`src/rtl/rxpu_pkg.sv`:
```
package rxpu_pkg;

  typedef enum logic [3:0] {
    ST_IDLE,
    ST_CFG,
    ST_DIV,
    ST_PWR,
    ST_RXEN,
    ST_FREL,
    ST_FSET,
    ST_DREL,
    ST_RDY
  } rxpu_state_e;

  function automatic int unsigned ceil_div(input int unsigned num, input int unsigned den);
    return (num + den - 1) / den;
  endfunction

  function automatic int unsigned at_least_one(input int unsigned v);
    return (v == 0) ? 1 : v;
  endfunction

endpackage

```
`src/rtl/rxpu_wait_timer.sv`:
```
module rxpu_wait_timer #(
  parameter int unsigned LEN = 1
) (
  input  logic clk_i,
  input  logic rst_ni,
  input  logic run_i,
  output logic done_o
);

  localparam int unsigned CW = $clog2(LEN + 1);
  localparam logic [CW-1:0] LAST = CW'(LEN - 1);

  logic [CW-1:0] cnt_q;

  // Counts the cycles spent in the waiting step; restarts at zero whenever idle.
  always_ff @(posedge clk_i or negedge rst_ni) begin
    if (!rst_ni) begin
      cnt_q <= '0;
    end else if (run_i && (cnt_q != LAST)) begin
      cnt_q <= cnt_q + 1'b1;
    end else begin
      cnt_q <= '0;
    end
  end

  assign done_o = run_i && (cnt_q == LAST);

  AST_WAIT_FRESH: assert property (@(posedge clk_i) disable iff (!rst_ni)
    $rose(run_i) |-> (cnt_q == '0));

  AST_WAIT_HOLDS_RUN: assert property (@(posedge clk_i) disable iff (!rst_ni)
    (run_i && !done_o) |=> (cnt_q != '0) || !run_i);

endmodule

```
`src/rtl/rxpu_cfg_latch.sv`:
```
module rxpu_cfg_latch #(
  parameter int unsigned DEC_W = 3,
  parameter int unsigned BW_W  = 2,
  parameter int unsigned DEM_W = 6
) (
  input  logic             clk_i,
  input  logic             rst_ni,
  input  logic             load_i,
  input  logic             clear_i,
  input  logic [DEC_W-1:0] decim_i,
  input  logic [BW_W-1:0]  bw_i,
  input  logic [DEM_W-1:0] demod_i,
  input  logic             div_i,
  output logic [DEC_W-1:0] decim_o,
  output logic [BW_W-1:0]  bw_o,
  output logic [DEM_W-1:0] demod_o,
  output logic             div_o
);

  // Clear has priority: an abort in the same cycle as a start leaves nothing applied.
  always_ff @(posedge clk_i or negedge rst_ni) begin
    if (!rst_ni) begin
      decim_o <= '0;
      bw_o    <= '0;
      demod_o <= '0;
      div_o   <= 1'b0;
    end else if (clear_i) begin
      decim_o <= '0;
      bw_o    <= '0;
      demod_o <= '0;
      div_o   <= 1'b0;
    end else if (load_i) begin
      decim_o <= decim_i;
      bw_o    <= bw_i;
      demod_o <= demod_i;
      div_o   <= div_i;
    end
  end

  AST_CLEAR_WINS: assert property (@(posedge clk_i) disable iff (!rst_ni)
    clear_i |=> (decim_o == '0) && (bw_o == '0) && (demod_o == '0) && !div_o);

endmodule

```
`src/rtl/rxpu_ctrl_fsm.sv`:
```
module rxpu_ctrl_fsm
  import rxpu_pkg::*;
#(
  parameter int unsigned NUM_DEMOD = 2
) (
  input  logic                 clk_i,
  input  logic                 rst_ni,
  input  logic                 start_i,
  input  logic                 abort_i,
  input  logic                 sup_done_i,
  input  logic                 filt_done_i,
  input  logic                 div_sel_i,
  output logic                 load_o,
  output logic                 sup_run_o,
  output logic                 filt_run_o,
  output logic                 clkdiv_en_o,
  output logic                 dsp_pwr_o,
  output logic                 rx_en_o,
  output logic                 filt_hold_o,
  output logic [NUM_DEMOD-1:0] demod_hold_o,
  output logic                 ready_o,
  output logic                 busy_o
);

  rxpu_state_e state_q, state_d;
  logic        dem_hold;

  assign load_o     = (state_q == ST_IDLE) && start_i && !abort_i;
  assign sup_run_o  = (state_q == ST_PWR);
  assign filt_run_o = (state_q == ST_FSET);

  always_comb begin
    state_d = state_q;
    unique case (state_q)
      ST_IDLE: if (start_i) state_d = ST_CFG;
      ST_CFG:  state_d = ST_DIV;
      ST_DIV:  state_d = ST_PWR;
      ST_PWR:  if (sup_done_i) state_d = ST_RXEN;
      ST_RXEN: state_d = ST_FREL;
      ST_FREL: state_d = ST_FSET;
      ST_FSET: if (filt_done_i) state_d = ST_DREL;
      ST_DREL: state_d = ST_RDY;
      ST_RDY:  state_d = ST_RDY;
      default: state_d = ST_IDLE;
    endcase
    if (abort_i) state_d = ST_IDLE;
  end

  always_ff @(posedge clk_i or negedge rst_ni) begin
    if (!rst_ni) state_q <= ST_IDLE;
    else         state_q <= state_d;
  end

  // Moore decode: each step keeps everything the earlier steps switched on.
  always_comb begin
    clkdiv_en_o = 1'b0;
    dsp_pwr_o   = 1'b0;
    rx_en_o     = 1'b0;
    filt_hold_o = 1'b1;
    dem_hold    = 1'b1;
    ready_o     = 1'b0;
    busy_o      = 1'b1;
    unique case (state_q)
      ST_IDLE: busy_o = 1'b0;
      ST_CFG:  ;
      ST_DIV:  clkdiv_en_o = div_sel_i;
      ST_PWR, ST_RXEN: begin
        clkdiv_en_o = div_sel_i;
        dsp_pwr_o   = 1'b1;
        rx_en_o     = (state_q == ST_RXEN);
      end
      ST_FREL, ST_FSET: begin
        clkdiv_en_o = div_sel_i;
        dsp_pwr_o   = 1'b1;
        rx_en_o     = 1'b1;
        filt_hold_o = 1'b0;
      end
      ST_DREL, ST_RDY: begin
        clkdiv_en_o = div_sel_i;
        dsp_pwr_o   = 1'b1;
        rx_en_o     = 1'b1;
        filt_hold_o = 1'b0;
        dem_hold    = 1'b0;
        ready_o     = (state_q == ST_RDY);
        busy_o      = (state_q != ST_RDY);
      end
      default: busy_o = 1'b0;
    endcase
  end

  for (genvar g = 0; g < NUM_DEMOD; g++) begin : g_dem
    assign demod_hold_o[g] = dem_hold;
  end

  AST_ABORT_TO_IDLE: assert property (@(posedge clk_i) disable iff (!rst_ni)
    abort_i |=> (state_q == ST_IDLE));

  AST_START_IGNORED: assert property (@(posedge clk_i) disable iff (!rst_ni)
    (state_q != ST_IDLE && start_i && !abort_i) |=> (state_q != ST_CFG));

  AST_READY_STICKS: assert property (@(posedge clk_i) disable iff (!rst_ni)
    (ready_o && !abort_i) |=> ready_o);

  AST_READY_NOT_BUSY: assert property (@(posedge clk_i) disable iff (!rst_ni)
    !(ready_o && busy_o));

  AST_PWR_AFTER_DIV: assert property (@(posedge clk_i) disable iff (!rst_ni)
    $rose(dsp_pwr_o) |-> ($past(state_q) == ST_DIV));

endmodule

```
`src/rtl/rxpu_sequencer.sv`:
```
module rxpu_sequencer
  import rxpu_pkg::*;
#(
  parameter int unsigned CLK_PERIOD_PS   = 8000,
  parameter int unsigned SUPPLY_WAIT_PS  = 200000,
  parameter int unsigned FILT_SETTLE_CYC = 40,
  parameter int unsigned NUM_DEMOD       = 2,
  parameter int unsigned DEC_W           = 3,
  parameter int unsigned BW_W            = 2,
  parameter int unsigned DEM_W           = 6
) (
  input  logic                 clk_i,
  input  logic                 rst_ni,
  input  logic                 start_i,
  input  logic                 abort_i,
  input  logic [DEC_W-1:0]     cfg_decim_i,
  input  logic [BW_W-1:0]      cfg_bw_i,
  input  logic [DEM_W-1:0]     cfg_demod_i,
  input  logic                 cfg_clkdiv_i,
  output logic [DEC_W-1:0]     filt_decim_o,
  output logic [BW_W-1:0]      filt_bw_o,
  output logic [DEM_W-1:0]     demod_cfg_o,
  output logic                 clkdiv_en_o,
  output logic                 dsp_pwr_o,
  output logic                 rx_en_o,
  output logic                 filt_hold_o,
  output logic [NUM_DEMOD-1:0] demod_hold_o,
  output logic                 ready_o,
  output logic                 busy_o
);

  localparam int unsigned SUP_CYC  = at_least_one(ceil_div(SUPPLY_WAIT_PS, CLK_PERIOD_PS));
  localparam int unsigned FILT_CYC = at_least_one(FILT_SETTLE_CYC);

  logic load, sup_run, filt_run, sup_done, filt_done, div_sel;

  rxpu_cfg_latch #(
    .DEC_W (DEC_W),
    .BW_W  (BW_W),
    .DEM_W (DEM_W)
  ) u_cfg (
    .clk_i   (clk_i),
    .rst_ni  (rst_ni),
    .load_i  (load),
    .clear_i (abort_i),
    .decim_i (cfg_decim_i),
    .bw_i    (cfg_bw_i),
    .demod_i (cfg_demod_i),
    .div_i   (cfg_clkdiv_i),
    .decim_o (filt_decim_o),
    .bw_o    (filt_bw_o),
    .demod_o (demod_cfg_o),
    .div_o   (div_sel)
  );

  rxpu_wait_timer #(.LEN(SUP_CYC)) u_sup_wait (
    .clk_i  (clk_i),
    .rst_ni (rst_ni),
    .run_i  (sup_run),
    .done_o (sup_done)
  );

  rxpu_wait_timer #(.LEN(FILT_CYC)) u_filt_wait (
    .clk_i  (clk_i),
    .rst_ni (rst_ni),
    .run_i  (filt_run),
    .done_o (filt_done)
  );

  rxpu_ctrl_fsm #(.NUM_DEMOD(NUM_DEMOD)) u_fsm (
    .clk_i        (clk_i),
    .rst_ni       (rst_ni),
    .start_i      (start_i),
    .abort_i      (abort_i),
    .sup_done_i   (sup_done),
    .filt_done_i  (filt_done),
    .div_sel_i    (div_sel),
    .load_o       (load),
    .sup_run_o    (sup_run),
    .filt_run_o   (filt_run),
    .clkdiv_en_o  (clkdiv_en_o),
    .dsp_pwr_o    (dsp_pwr_o),
    .rx_en_o      (rx_en_o),
    .filt_hold_o  (filt_hold_o),
    .demod_hold_o (demod_hold_o),
    .ready_o      (ready_o),
    .busy_o       (busy_o)
  );

  AST_CFG_STABLE: assert property (@(posedge clk_i) disable iff (!rst_ni)
    ((busy_o || ready_o) && !abort_i) |=>
      ($stable(filt_decim_o) && $stable(filt_bw_o) && $stable(demod_cfg_o)));

  AST_EN_AFTER_PWR: assert property (@(posedge clk_i) disable iff (!rst_ni)
    $rose(rx_en_o) |-> $past(dsp_pwr_o));

  AST_FILT_NEEDS_EN: assert property (@(posedge clk_i) disable iff (!rst_ni)
    !filt_hold_o |-> rx_en_o && dsp_pwr_o);

  AST_DEM_NEEDS_FILT: assert property (@(posedge clk_i) disable iff (!rst_ni)
    (demod_hold_o != {NUM_DEMOD{1'b1}}) |-> !filt_hold_o);

  AST_DEM_AFTER_SETTLE: assert property (@(posedge clk_i) disable iff (!rst_ni)
    $fell(demod_hold_o[0]) |-> $past(filt_done));

endmodule

```
`config.mk`:
```
export PLATFORM = sky130hd
export DESIGN_NAME = rxpu_sequencer
export DESIGN_NICKNAME = d
export VERILOG_FILES = /design/src/rtl/rxpu_pkg.sv /design/src/rtl/rxpu_wait_timer.sv /design/src/rtl/rxpu_cfg_latch.sv /design/src/rtl/rxpu_ctrl_fsm.sv /design/src/rtl/rxpu_sequencer.sv
export SDC_FILE = /design/constraint.sdc
export NUM_CORES = 1
export LEC_CHECK = 0
export BUFFER_PORTS_ARGS = -buffer_cell sky130_fd_sc_hd__clkbuf_2
export CAP_MARGIN = 20
export CORE_MARGIN = 2
export CORE_UTILIZATION = 46
export CTS_CLUSTER_SIZE = 30
export DETAILED_ROUTE_END_ITERATION = 7
export HOLD_SLACK_MARGIN = 0.15
export PLACE_DENSITY = 0.74
export SYNTH_ARGS = -nofsm -noshare
export SYNTH_HDL_FRONTEND = slang
export SYNTH_SLANG_ARGS = --single-unit
```
`constraint.sdc`:
```
create_clock -name clk_i -period 1.53 [get_ports clk_i]
set_input_delay 0.459 -clock clk_i [delete_from_list [all_inputs] [get_ports clk_i]]
set_output_delay 0.459 -clock clk_i [all_outputs]
set_load 0.01 [all_outputs]
```
==> key figures <==
Run status
  • Outcome: finished, violations left
  • Failing checks: negative setup slack

Clock tree
  • Clock sink count: 27
  • Clock transition at path regs: 0.16 ns
  • H-Tree Depth: 1
  • CTS tree: done
  • Cts bufs inserted: 3
  • Clk_lat worst skew: 0.33 ns
  • Clock buffer depth: 2
  • Root buffer cell: clkbuf_4

Yosys
  • Yosys warnings: 0
  • Syn nets: 160
  • Async set-reset flop share out of synthesis: 100%
  • Ys flop type: dfrtp_1
  • Flops & latches, synth: 27
  • Area leader, netlist: dfrtp_1
  • Synth area leaders: dfrtp_1 (50%), nand3_1 (6.0%), a21oi_1 (5.6%)
  • Most common cell in the netlist: dfrtp_1
  • Commonest cells in the synthesized netlist: dfrtp_1 (27), nand3_1 (16), a21oi_1 (15), o21ai_0 (15), nor2_1 (14)
  • Synth Instances: 141
  • Yosys cell types: 34
  • Area share of the largest cell type after synthesis: 50.5%
  • Post-synth EDFFs: 0
  • Post-synthesis sequential area ratio: around half
  • Synthesized area: 1340 µm²
  • Synth Area per Inst: 9.49 µm²

Power
  • Gate power share: 29.6%
  • Pleak: 0.809 nW
  • Tot Pwr: 1.57 mW
  • Sw frac: ~31%
  • Internal: about 1.1 mW
  • Reg power frac: 50.5%
  • Clk pwr share: 19.9%
  • Sw Pwr: 0.487 mW
  • Cell Pwr Density: 909 nW/µm²
  • Peak supply drop: approximately 0.00083 V

Cells and area
  • Fillers: 245
  • Reg area: 679 µm²
  • Synthesis-to-finish area growth: 28.9%
  • Multi-input gate area: 619 µm²
  • Nets: 205
  • Final Non-Filler Cells: about 220
  • N_diodes: 0
  • Layout cells sized above 1: between 40% and 50%

STA
  • Max-slew violations: 0
  • Min Tclk post-route: around 1.9 ns
  • RSZ-0062 raised after global routing: yes
  • Final Cycle Share: 124%
  • Max transition margin: 72.2%
  • Finish-stage setup viols: 15
  • Skew final: 0.0160 ns
  • WHS: roughly 0.33 ns
  • Max Freq: roughly 0.53 GHz
  • Worst setup margin: -0.368 ns
  • Worst-Margin Slew: 0.418 ns
  • Final hold violation count: 0

Critical path
  • Type of the worst setup path: reg -> out
  • Crit-path max cell delay: 0.47 ns
  • Slowest-stage cell, CP: dfrtp_2
  • CP max FO: 4
  • Crit path capture type: output port
  • Startpoint Class: flip-flop
  • Worst Path Arrival: approximately 1.4 ns
  • WP data required: 1.07 ns
  • Ordered list of cells on the worst path: nor3_4, nand2_2, inv_4, o21a_1, buf_2

Global routing
  • Met2 usage: about a third
  • Vias in the first global route: about 1200
  • Grt met1 use: a little under a quarter
  • Total gr overflow: 0
  • Grt met3 use: ~3.1%
  • First-pass GRT wire length: 4.99 mm
  • Largest net degree at the start of global routing: 28
  • Antenna violations before repair: 0
  • Busiest grt layer: met2
  • GRT Util Overall: about a fifth

Flow run
  • Maximum capacitance violations: 0

Detailed routing
  • DRT Pass-1 Iters: 4
  • Antenna Nets Post-Route: 0
  • Final wirelength: 2.97 mm
  • DR vias/cell: 5.48
  • DRC Markers: 0
  • Drt initial violations: 47
  • Vias: 1183
  • Routed WL per cell: 13.7 µm

Floorplan
  • Core box area: around 2800 µm²
  • Die area: 3360 µm²
  • Num rows: 19
  • Die Y: 58.0 µm
  • # IOs: 35
  • Die width: 58.0 µm
  • Starting Density: 48.5%

Place
  • IO buf count: 34
  • GPL Wtd Cong: 0.865
  • Dpl hpwl: 2.10 mm
  • Placed cells: between 200 and 250

Hold path
  • Type of the tightest min-delay check: in -> reg
==> path summary, 6_finish.rpt <==
path	start	to	slack (ns)	depth (start not counted)
max	u_fsm.state_q[1]$_DFFE_PN0P_	clkdiv_en_o	-0.37	5
min	cfg_demod_i[1]	u_cfg.demod_o[1]$_DFFE_PN0P_	0.33	3
max reg2reg	u_fsm.state_q[1]$_DFFE_PN0P_	u_fsm.state_q[1]$_DFFE_PN0P_	-0.09	6
min reg2reg	u_filt_wait.cnt_q[0]$_DFF_PN0_	u_filt_wait.cnt_q[0]$_DFF_PN0_	0.47	1
max in group asynchronous	rst_ni	u_fsm.state_q[2]$_DFFE_PN0P_	0.61	3
min in group asynchronous	rst_ni	u_cfg.demod_o[4]$_DFFE_PN0P_	0.63	3
==> flip-flops by register name (all words and copies together) (netlist names) <==
| signal | flops |
|---|---|
| u_cfg.demod_o | 6 |
| u_filt_wait.cnt_q | 6 |
| u_sup_wait.cnt_q | 5 |
| u_fsm.state_q | 4 |
| u_cfg.decim_o | 3 |
| u_cfg.bw_o | 2 |
| u_cfg.div_o | 1 |
==> power by group through the flow <==
stage	Sequential, mW	Clock (mW)	Combinational [mW]
2_1_floorplan	0.805	0	0.243
3_3_place_gp	0.803	0	0.363
3_5_place_dp	0.807	0	0.377
4_1_cts	0.792	0.322	0.449
5_1_grt	0.798	0.347	0.503
6_report	0.792	0.312	0.464
==> cell families after synthesis <==
family | synth area share [%]
flip-flops | 50.5
AND/OR/NAND/NOR | 19.4
buffers and inverters | 7.57
XOR/XNOR | 4.58
adder cells (fa/ha/maj) | 2.80
AO/OA/AOI/OAI | 15.1
==> layout make-up <==
type | count | area share, %
inverters | 6 | 1.45
clock inverters | 1 | 0.435
well taps | 31 | 2.25
repair buffers | 53 | 19.3
multi-input cells | 95 | 35.9
flip-flops and latches | 27 | 39.4
clock buffers | 3 | 1.31
==> stage by stage <==
| step | util (%) | worst slack [ns] | area (µm²) | TNS, ns |
|---|---|---|---|---|
| after global placement | 57.0 | 0.0119 | 1570 | 0 |
| after floorplan | - | -0.0626 | 1370 | -0.184 |
| after detailed placement | 57.0 | -0.0491 | 1570 | -0.109 |
| after CTS | 61.2 | -0.368 | 1690 | -2.44 |
| final | 62.6 | -0.368 | 1730 | -2.97 |
| after global routing | 62.6 | -0.437 | 1730 | -3.94 |
==> repair_timing <==
action,CTS,global route
buffers inserted,8,3
pin swaps,5,5
resized for setup,8,20
hold buffers,1,0
setup endpoints to repair,14,21
endpoints found under the hold margin,27,0
==> cells in the final DEF (no fill, tap or decap), drive strengths merged <==
master       count
clkbuf          32
buf             23
or3              2
and4b            1
dlygate4sd3      1
ha               3
a21oi           16
or4              1
or2              1
dfrtp           27
o21a             1
o21ai           15
nor2b            2
inv              6
a211oi           1
clkinvlp         1
nor2            14
nor4             1
nand2b           2
nand4b           1
nand4            1
nand2            4
o2bb2ai          1
xor2             5
nand3           16
xnor2            2
nor3             2
a31oi            1
nand4bb          1
o21bai           1
==> worst max-delay path, delay by kind of cell (launching register included) <==
family	cells	cell delay [ns]
AND/OR/NAND/NOR	2	0.32
flip-flops	1	0.47
AO/OA/AOI/OAI	1	0.11
buffers and inverters	2	0.21
==> metal layers <==
layer / wire [µm] / share of wire, %
met3: 102 / 3.4
met1: 1240 / 42
met2: 1610 / 54
met5: 0 / 0
met4: 21 / 0.71
Note: power is estimated with default switching activity, not from simulation.
